<file path="config.mk">
export PLATFORM = sky130hd
export DESIGN_NAME = uart_tx_engine
export DESIGN_NICKNAME = d
export VERILOG_FILES = /design/src/rtl/uart_tx_pkg.sv /design/src/rtl/uart_tx_fifo.sv /design/src/rtl/uart_tx_shifter.sv /design/src/rtl/uart_tx_break.sv /design/src/rtl/uart_tx_engine.sv
export SDC_FILE = /design/constraint.sdc
export NUM_CORES = 1
export LEC_CHECK = 0
export CORE_MARGIN = 2
export CORE_UTILIZATION = 45
export CTS_BUF_LIST = sky130_fd_sc_hd__clkbuf_8
export CTS_CLUSTER_DIAMETER = 100
export DETAILED_ROUTE_END_ITERATION = 10
export GPL_ROUTABILITY_DRIVEN = 1
export MAX_ROUTING_LAYER = met4
export PLACE_DENSITY_LB_ADDON = 0.15
export SKIP_CTS_REPAIR_TIMING = 1
export SYNTH_ARGS = -nofsm -noshare
export SYNTH_HDL_FRONTEND = slang
export SYNTH_SLANG_ARGS = --single-unit
</file>
<file path="constraint.sdc">
create_clock -name clk -period 3.4 [get_ports clk]
set_input_delay 0.34 -clock clk [delete_from_list [all_inputs] [get_ports clk]]
set_output_delay 0.34 -clock clk [all_outputs]
set_load 0.005 [all_outputs]
</file>
<file path="src/rtl/uart_tx_pkg.sv">
package uart_tx_pkg;
   localparam int LCW       = 10;
   localparam int LC_TXEN   = 0;
   localparam int LC_CS8    = 2;
   localparam int LC_STOP2  = 3;
   localparam int LC_PAREN  = 4;
   localparam int LC_PARODD = 5;
   localparam int LC_RTS    = 6;
   localparam int LC_LOOP   = 7;
   localparam int LC_BRK    = 9;

   typedef enum logic [1:0] {
      BRK_IDLE = 2'd0,
      BRK_LOW  = 2'd1,
      BRK_HELD = 2'd2
   } brk_state_t;

   typedef struct packed {
      logic cs8;
      logic stop2;
      logic par_en;
      logic par_odd;
   } frame_cfg_t;
endpackage

</file>
<file path="src/rtl/uart_tx_fifo.sv">
module uart_tx_fifo #(
   parameter int DEPTH = 16,
   parameter int WIDTH = 8,
   localparam int AW = $clog2(DEPTH),
   localparam int CW = $clog2(DEPTH + 1)
) (
   input  logic             clk,
   input  logic             rst_n,
   input  logic             push,
   input  logic [WIDTH-1:0] din,
   input  logic             pop,
   output logic [WIDTH-1:0] dout,
   output logic [CW-1:0]    count,
   output logic             empty,
   output logic             full
);
   generate
      if (DEPTH < 2 || (DEPTH & (DEPTH - 1)) != 0) begin : g_bad_depth
         $error("uart_tx_fifo: DEPTH must be a power of two of at least 2");
      end
      if (WIDTH < 1) begin : g_bad_width
         $error("uart_tx_fifo: WIDTH must be positive");
      end
   endgenerate

   logic [WIDTH-1:0] mem [DEPTH];
   logic [AW-1:0]    wr_ptr, rd_ptr;
   logic [CW-1:0]    cnt_q;

   assign count = cnt_q;
   assign empty = (cnt_q == '0);
   assign full  = (cnt_q == CW'(DEPTH));
   assign dout  = mem[rd_ptr];

   always_ff @(posedge clk) begin
      if (push) mem[wr_ptr] <= din;
   end

   always_ff @(posedge clk or negedge rst_n) begin
      if (!rst_n) begin
         wr_ptr <= '0;
         rd_ptr <= '0;
         cnt_q  <= '0;
      end else begin
         if (push) wr_ptr <= wr_ptr + 1'b1;
         if (pop)  rd_ptr <= rd_ptr + 1'b1;
         case ({push, pop})
            2'b10:   cnt_q <= cnt_q + 1'b1;
            2'b01:   cnt_q <= cnt_q - 1'b1;
            default: cnt_q <= cnt_q;
         endcase
      end
   end

   AST_POP_NONEMPTY: assert property (@(posedge clk) disable iff (!rst_n)
      pop |-> !empty);
   AST_NO_OVERFLOW: assert property (@(posedge clk) disable iff (!rst_n)
      push |-> !full);
   AST_COUNT_STEP: assert property (@(posedge clk) disable iff (!rst_n)
      (cnt_q != $past(cnt_q)) |->
         ((cnt_q == $past(cnt_q) + 1'b1) || (cnt_q == $past(cnt_q) - 1'b1)));
endmodule

</file>
<file path="src/rtl/uart_tx_shifter.sv">
module uart_tx_shifter import uart_tx_pkg::*; #(
   parameter int DW    = 8,
   parameter int TICKS = 16,
   localparam int FB = DW + 4,
   localparam int IW = $clog2(FB),
   localparam int TW = $clog2(TICKS)
) (
   input  logic          clk,
   input  logic          rst_n,
   input  logic          tick,
   input  logic          start,
   input  logic [DW-1:0] data,
   input  frame_cfg_t    cfg,
   output logic          busy,
   output logic          line,
   output logic          frame_done
);
   generate
      if (DW < 2) begin : g_bad_dw
         $error("uart_tx_shifter: DW must be at least 2");
      end
      if (TICKS < 2) begin : g_bad_ticks
         $error("uart_tx_shifter: TICKS must be at least 2");
      end
   endgenerate

   logic [FB-1:0] fr;
   logic [IW-1:0] nbits_m1;
   logic          par;

   // Frame image: bit 0 goes out first; unused top bits stay at stop level.
   always_comb begin
      fr    = '1;
      fr[0] = 1'b0;
      par   = cfg.par_odd;
      for (int i = 0; i < DW; i++) begin
         if (i < DW - 1 || cfg.cs8) begin
            fr[1+i] = data[i];
            par     = par ^ data[i];
         end
      end
      if (cfg.par_en) begin
         if (cfg.cs8) fr[DW+1] = par;
         else         fr[DW]   = par;
      end
      nbits_m1 = IW'((cfg.cs8 ? DW : DW - 1) + int'(cfg.par_en) + int'(cfg.stop2) + 1);
   end

   logic [FB-1:0] sr;
   logic [IW-1:0] idx, last;
   logic [TW-1:0] tcnt;
   logic          busy_q;
   logic          step;

   assign busy       = busy_q;
   assign line       = sr[0];
   assign step       = busy_q & tick & (tcnt == TW'(TICKS - 1));
   assign frame_done = step & (idx == last);

   always_ff @(posedge clk or negedge rst_n) begin
      if (!rst_n) begin
         sr     <= '1;
         idx    <= '0;
         last   <= '0;
         tcnt   <= '0;
         busy_q <= 1'b0;
      end else if (start) begin
         sr     <= fr;
         idx    <= '0;
         last   <= nbits_m1;
         tcnt   <= '0;
         busy_q <= 1'b1;
      end else if (busy_q && tick) begin
         if (tcnt == TW'(TICKS - 1)) begin
            tcnt <= '0;
            if (idx == last) begin
               busy_q <= 1'b0;
               sr     <= '1;
            end else begin
               idx <= idx + 1'b1;
               sr  <= {1'b1, sr[FB-1:1]};
            end
         end else begin
            tcnt <= tcnt + 1'b1;
         end
      end
   end

   AST_START_LOW: assert property (@(posedge clk) disable iff (!rst_n)
      $rose(busy_q) |-> !line);
   AST_STOP_HIGH: assert property (@(posedge clk) disable iff (!rst_n)
      frame_done |-> line);
   AST_START_IDLE: assert property (@(posedge clk) disable iff (!rst_n)
      start |-> !busy_q);
endmodule

</file>
<file path="src/rtl/uart_tx_break.sv">
module uart_tx_break import uart_tx_pkg::*; #(
   parameter int TICKS = 16,
   parameter int LW    = 16,
   localparam int TW = $clog2(TICKS)
) (
   input  logic          clk,
   input  logic          rst_n,
   input  logic          tick,
   input  logic          req,
   input  logic          shifter_busy,
   input  logic [LW-1:0] len,
   output logic          hold_low,
   output logic          block,
   output logic          done
);
   generate
      if (LW < 1) begin : g_bad_lw
         $error("uart_tx_break: LW must be positive");
      end
   endgenerate

   brk_state_t    state;
   logic [TW-1:0] tcnt;
   logic [LW-1:0] elapsed;
   logic [LW:0]   eff;
   logic          bit_end;

   assign eff      = (len == '0) ? (LW+1)'(1) : {1'b0, len};
   assign bit_end  = (state == BRK_LOW) & req & tick & (tcnt == TW'(TICKS - 1));
   assign done     = bit_end & (({1'b0, elapsed} + (LW+1)'(1)) >= eff);
   assign hold_low = (state == BRK_LOW);
   assign block    = req | (state == BRK_LOW);

   always_ff @(posedge clk or negedge rst_n) begin
      if (!rst_n) begin
         state   <= BRK_IDLE;
         tcnt    <= '0;
         elapsed <= '0;
      end else begin
         case (state)
            BRK_IDLE: begin
               if (req && !shifter_busy) begin
                  state   <= BRK_LOW;
                  tcnt    <= '0;
                  elapsed <= '0;
               end
            end
            BRK_LOW: begin
               if (!req) begin
                  state <= BRK_IDLE;
               end else if (tick) begin
                  if (tcnt == TW'(TICKS - 1)) begin
                     tcnt <= '0;
                     if (done) state   <= BRK_HELD;
                     else      elapsed <= elapsed + 1'b1;
                  end else begin
                     tcnt <= tcnt + 1'b1;
                  end
               end
            end
            BRK_HELD: begin
               if (!req) state <= BRK_IDLE;
            end
            default: state <= BRK_IDLE;
         endcase
      end
   end

   AST_BRK_WAITS: assert property (@(posedge clk) disable iff (!rst_n)
      $rose(hold_low) |-> $past(!shifter_busy));
   AST_BRK_RELEASE: assert property (@(posedge clk) disable iff (!rst_n)
      !req |=> !hold_low);
endmodule

</file>
<file path="src/rtl/uart_tx_engine.sv">
module uart_tx_engine import uart_tx_pkg::*; #(
   parameter int DEPTH    = 16,
   parameter int DW       = 8,
   parameter int TICKS    = 16,
   parameter int AE_LEVEL = 4,
   parameter int BRK_W    = 16,
   localparam int CW = $clog2(DEPTH + 1)
) (
   input  logic             clk,
   input  logic             rst_n,
   input  logic             wr_en,
   input  logic [DW-1:0]    wr_data,
   input  logic [LCW-1:0]   lcr,
   input  logic [BRK_W-1:0] brk_len,
   input  logic             baud_tick,
   output logic             tx_out,
   output logic             loop_out,
   output logic             rts_out,
   output logic [CW-1:0]    fifo_count,
   output logic             irq_idle,
   output logic             irq_low_water,
   output logic             irq_empty,
   output logic             irq_underrun,
   output logic             irq_break_done
);
   generate
      if (AE_LEVEL < 0 || AE_LEVEL >= DEPTH) begin : g_bad_ae
         $error("uart_tx_engine: AE_LEVEL must lie below DEPTH");
      end
   endgenerate

   logic          lcr_unused;
   assign lcr_unused = ^{lcr[1], lcr[8]};

   logic          push, pop, q_empty, q_full;
   logic [DW-1:0] q_data;
   logic          sh_busy, sh_line, sh_done;
   logic          brk_low, brk_block, brk_done;
   frame_cfg_t    cfg;

   assign cfg  = '{cs8: lcr[LC_CS8], stop2: lcr[LC_STOP2],
                   par_en: lcr[LC_PAREN], par_odd: lcr[LC_PARODD]};
   assign push = wr_en & ~q_full;
   assign pop  = ~sh_busy & lcr[LC_TXEN] & ~q_empty & ~brk_block;

   uart_tx_fifo #(.DEPTH(DEPTH), .WIDTH(DW)) i_fifo (
      .clk(clk), .rst_n(rst_n), .push(push), .din(wr_data), .pop(pop),
      .dout(q_data), .count(fifo_count), .empty(q_empty), .full(q_full)
   );

   uart_tx_shifter #(.DW(DW), .TICKS(TICKS)) i_shifter (
      .clk(clk), .rst_n(rst_n), .tick(baud_tick), .start(pop), .data(q_data),
      .cfg(cfg), .busy(sh_busy), .line(sh_line), .frame_done(sh_done)
   );

   uart_tx_break #(.TICKS(TICKS), .LW(BRK_W)) i_break (
      .clk(clk), .rst_n(rst_n), .tick(baud_tick), .req(lcr[LC_BRK]),
      .shifter_busy(sh_busy), .len(brk_len), .hold_low(brk_low),
      .block(brk_block), .done(brk_done)
   );

   logic line_int;
   assign line_int = brk_low ? 1'b0 : sh_line;
   assign tx_out   = lcr[LC_LOOP] ? 1'b1 : line_int;
   assign loop_out = lcr[LC_LOOP] ? line_int : 1'b1;
   assign rts_out  = lcr[LC_RTS];

   logic [CW-1:0] cnt_prev;
   logic          idle_q, udr_q, bkd_q;

   always_ff @(posedge clk or negedge rst_n) begin
      if (!rst_n) begin
         cnt_prev <= '0;
         idle_q   <= 1'b0;
         udr_q    <= 1'b0;
         bkd_q    <= 1'b0;
      end else begin
         cnt_prev <= fifo_count;
         idle_q   <= sh_done;
         udr_q    <= sh_done & q_empty & lcr[LC_TXEN];
         bkd_q    <= brk_done;
      end
   end

   assign irq_idle       = idle_q;
   assign irq_underrun   = udr_q;
   assign irq_break_done = bkd_q;
   assign irq_empty      = (fifo_count == '0) & (cnt_prev != '0);
   assign irq_low_water  = (fifo_count <= CW'(AE_LEVEL)) & (cnt_prev > CW'(AE_LEVEL));

   AST_UDR_WITH_IDLE: assert property (@(posedge clk) disable iff (!rst_n)
      irq_underrun |-> irq_idle);
   AST_NO_START_DISABLED: assert property (@(posedge clk) disable iff (!rst_n)
      !lcr[LC_TXEN] |=> !$rose(sh_busy));
   AST_BKDONE_PULSE: assert property (@(posedge clk) disable iff (!rst_n)
      irq_break_done |=> !irq_break_done);
   AST_NO_START_IN_BREAK: assert property (@(posedge clk) disable iff (!rst_n)
      lcr[LC_BRK] |=> !$rose(sh_busy));
endmodule

</file>
==> tab_implementation.tex <==
\begin{tabular}{lr}
\hline
Metric & Value \\
\hline
\multicolumn{2}{l}{\textbf{Synthesis}} \\
FFs w/ async S/R, synth & about a third \\
Library cell with the largest summed area after synthesis & sky130\_fd\_sc\_hd\_\_edfxtp\_1 \\
Multiplexer fraction of the synthesized cell area & 9.87\% \\
Number of enable-type register cells in the synthesized netlist & approximately 130 \\
Share of synthesized cell area in full adder, half adder and majority cells & 5.11\% \\
Per-instance average area after synthesis & 13.8 um\^{}2 \\
Area contributors post-synth & sky130\_fd\_sc\_hd\_\_edfxtp\_1, sky130\_fd\_sc\_hd\_\_dfrtp\_1, sky130\_fd\_sc\_hd\_\_mux4\_2 \\
Synthesized-area fraction occupied by ao, oa, aoi and oai cells & between 6 and 7\% \\
Share of the yosys chip area belonging to registers & 62.2\% \\
Synth cell types & 54 \\
Post-synthesis share of cell area spent on xor and xnor gates & 4.15\% \\
Most used flip-flop cell after synthesis & sky130\_fd\_sc\_hd\_\_edfxtp\_1 \\
Number of nets produced by synthesis & $\sim$710 \\
Netlist area before placement & between 8000 and 9000 um\^{}2 \\
Yosys synthesis warning count & 0 \\
Cells after synthesis & 640 \\
Dominant combinational cell family by area after synthesis & multiplexers \\
Basic-gate share of the synthesized area counting and, or, nand and nor cells & 8.90\% \\
Post-synth top area share & 43.4\% \\
Ranking of synthesized cells by instance count & sky130\_fd\_sc\_hd\_\_edfxtp\_1, sky130\_fd\_sc\_hd\_\_dfrtp\_1, sky130\_fd\_sc\_hd\_\_nand2\_1 \\
Number of flip-flops and latches in the synthesized netlist & $\sim$190 \\
Most instantiated library cell after synthesis & sky130\_fd\_sc\_hd\_\_edfxtp\_1 \\
\multicolumn{2}{l}{\textbf{Setup path}} \\
Destination of the worst register-to-register timing path & i\_break.elapsed[12]\$\_DFFE\_PN0P\_ \\
Element type at the critical path end & flop \\
Worst-path cell chain & and3\_1, and3\_1, nand3\_1, nor2\_4, xor2\_1, ha\_1, a21o\_1, a211oi\_1, nand2\_1, o211ai\_1, a31oi\_1, o21ai\_2, buf\_12, o21ai\_0, o2bb2ai\_1 \\
Startpoint type of the worst setup path & flop \\
Most Frequent Cell on Critical Path & sky130\_fd\_sc\_hd\_\_and3\_1 \\
Critical Path Slowest Stage Cell & sky130\_fd\_sc\_hd\_\_dfrtp\_1 \\
Cells on worst reg2reg path & 15 \\
Worst stage delay on the critical path & around 0.42 ns \\
Critical path startpoint & i\_break.elapsed[3]\$\_DFFE\_PN0P\_ \\
Endpoint required time on the critical path & 3.76 ns \\
Crit Path Class & flop to flop \\
Reg-to-reg slack, setup & approximately 0.18 ns \\
Data arrival time of the critical path & 3.59 ns \\
Reg-to-reg startpoint & i\_break.elapsed[3]\$\_DFFE\_PN0P\_ \\
Top fanout value on the critical path & 24 \\
\multicolumn{2}{l}{\textbf{Power and ir drop}} \\
Reported net switching power & 2.34 mW \\
Portion of total power attributed to combinational logic & approximately a third \\
Power per unit of standard cell area & 684 nW/um\^{}2 \\
Pwr Total & 7.00 mW \\
Switching portion of total power & 33.5\% \\
LEAKAGE & a little under 4 nW \\
Share of power burned in the clock network & 21.9\% \\
Power Internal & approximately 4.7 mW \\
Sequential share of power & 46.4\% \\
Max IR drop VDD & 0.257 mV \\
\multicolumn{2}{l}{\textbf{Clock network}} \\
H-tree level count & 4 \\
Clock Sink Count & 194 \\
Clock root buffer & sky130\_fd\_sc\_hd\_\_clkbuf\_8 \\
Number of buffers on the longest clock path & 2 \\
Clock latency on the worst-skew pair & about 0.48 ns \\
TritonCTS clock tree & built \\
Number of buffers created by CTS & 17 \\
Reg clk slew, reported paths & 0.10 ns \\
\multicolumn{2}{l}{\textbf{Timing}} \\
Total setup violations reported at the end of the flow & 0 \\
Number of hold-slack violations in the final timing report & 0 \\
PnR worst setup slack & 0.175 ns \\
Transition time at the pin with the least slew margin & 0.695 ns \\
Highest clock rate & between 300 and 400 MHz \\
Setup TNS & 0 ns \\
Normalized max-slew margin & a little over half \\
Tcrit/Tclk final & between 90\% and 100\% \\
Final Max Slew Viols & 0 \\
Worst setup skew after layout & 0.0169 ns \\
Final worst path period need & around 3.2 ns \\
\multicolumn{2}{l}{\textbf{Route}} \\
WL per Instance & 18.3 um \\
Sum of routed wire length over all layers & 18200 um \\
Starting DRC count in detailed routing & about 350 \\
DR vias & $\sim$5300 \\
Number of optimization iterations in the first detailed-route pass & 4 \\
Post-route antenna net violation count & 0 \\
Drt via density & approximately 5.4 \\
Drt drc & 0 \\
\multicolumn{2}{l}{\textbf{Layout}} \\
Final net count & 787 \\
Antenna cell count & 0 \\
Post-synthesis to final-layout area growth & 15.5\% \\
Non-filler instance count after layout & between 900 and 1000 \\
Count of filler cells inserted in the layout & 1695 \\
Share of cells above drive strength 1 & 15.4\% \\
Flip-flop and latch area & $\sim$5500 um\^{}2 \\
Area of the multi-input gates & 3090 um\^{}2 \\
\multicolumn{2}{l}{\textbf{Floorplanning}} \\
Number of cell rows & 51 \\
Die X-Extent & between 100 and 150 um \\
Area of the placeable core & 19400 um\^{}2 \\
Number of top-level design ports & between 50 and 60 \\
Area of the die & 20800 um\^{}2 \\
Die outline height & 144 um \\
Initial core utilization & 45.7\% \\
\multicolumn{2}{l}{\textbf{Placed design}} \\
Setup slack at placement & 0.0372 ns \\
Port buffer count & 46 \\
DP Wirelength & roughly 13000 um \\
Placed cell count & between 900 and 1000 \\
Final estimated routing congestion in global placement & 0.826 \\
\multicolumn{2}{l}{\textbf{Global routing}} \\
First-pass GRT wire length & 28600 um \\
Total routing usage reported by global routing & 19.2\% \\
Remaining global-route overflow & 0 \\
Largest net degree at the start of global routing & 44 \\
Number of global-route vias before repair & 5309 \\
Antenna violations before repair & 0 \\
\multicolumn{2}{l}{\textbf{Min path}} \\
Type of the worst min-delay path & input port to asynchronous set/reset pin \\
\multicolumn{2}{l}{\textbf{Outcome}} \\
Result of the run & finished, final reports clean \\
\multicolumn{2}{l}{\textbf{Job}} \\
\# Max-Cap Violations & 0 \\
\hline
\end{tabular}
metrics by stage:
step                area, um^2  hold slack [ns]  utilization [%]
detailed placement        9780            0.357             50.4
CTS                      10200           -0.161             52.5
global route             10200            0.436             52.7
finish                   10200            0.387             52.7
floorplan                 8860           0.0444                -
global placement          9780            0.346             50.4
sequential cells by signal, indices dropped and copies added, names as in the netlist, 5 cells and up:
| name | count |
|---|---|
| i_fifo.mem | 128 |
| i_fifo.count | 5 |
| i_break.elapsed | 16 |
| cnt_prev | 5 |
| i_shifter.sr | 10 |
worst max-delay path by stage:
stage                                            to
global placement    i_break.elapsed[12]$_DFFE_PN0P_
detailed placement  i_break.elapsed[11]$_DFFE_PN0P_
floorplan           i_break.elapsed[11]$_DFFE_PN0P_
finish              i_break.elapsed[12]$_DFFE_PN0P_
global route        i_break.elapsed[12]$_DFFE_PN0P_
CTS                 i_break.elapsed[12]$_DFFE_PN0P_
cell type report:
type / instances / area share, %
Timing Repair Buffer: 78 / 7.07
Multi-Input combinational cell: 378 / 30.2
Clock buffer: 17 / 2.29
Sequential cell: 194 / 53.9
Tap cell: 265 / 3.24
Clock inverter: 15 / 1.74
Inverter: 45 / 1.65
cells by family after synthesis:
kind of cell             Yosys count
buffers and inverters             68
AND/OR/NAND/NOR                  170
adder cells (fa/ha/maj)           35
XOR/XNOR                          42
multiplexers                      42
flip-flops                       194
AO/OA/AOI/OAI                     89
cells in the final DEF (no fill, tap or decap), types with 8 or more instances in the layout:
cell type	instances
sky130_fd_sc_hd__a21oi_1	9
sky130_fd_sc_hd__a22oi_1	8
sky130_fd_sc_hd__buf_4	29
sky130_fd_sc_hd__clkbuf_8	17
sky130_fd_sc_hd__clkdlybuf4s50_1	45
sky130_fd_sc_hd__dfrtp_1	54
sky130_fd_sc_hd__dfstp_2	10
sky130_fd_sc_hd__edfxtp_1	128
sky130_fd_sc_hd__ha_1	33
sky130_fd_sc_hd__inv_1	44
sky130_fd_sc_hd__mux4_1	9
sky130_fd_sc_hd__mux4_2	24
sky130_fd_sc_hd__nand2_1	55
sky130_fd_sc_hd__nand3_1	33
sky130_fd_sc_hd__nand4_1	9
sky130_fd_sc_hd__nor2_1	33
sky130_fd_sc_hd__nor3_1	12
sky130_fd_sc_hd__o21ai_0	37
sky130_fd_sc_hd__xnor2_1	25
sky130_fd_sc_hd__xor2_1	16
worst max-delay path: cells and delay by family (launching register included):
kind | cells | cell delay (ns)
DFF | 1 | 0.42
AOI/OAI and AO/OA | 7 | 1.14
and+or+nand+nor | 5 | 0.94
adders and majority gates | 1 | 0.26
xor gates and xnor gates | 1 | 0.17
buffers and inverters | 1 | 0.19
power by group through the flow:
stage / Clock (mW) / Sequential, mW / Combinational [mW]
after floorplan: 0 / 3.15 / 1.63
after global placement: 0 / 3.27 / 2.18
after detailed placement: 0 / 3.30 / 2.24
after CTS: 1.57 / 3.25 / 2.24
after global routing: 1.66 / 3.30 / 2.47
final: 1.53 / 3.25 / 2.22
per-layer routing:
layer,GRT usage [%],wire length [um],vias up
li1,-,-,2513
met1,24.6,7960,2666
met2,32.2,9210,115
met3,3.28,807,16
met4,4.65,174,0
met5,-,0,-
(Power assumes the default switching activity.)
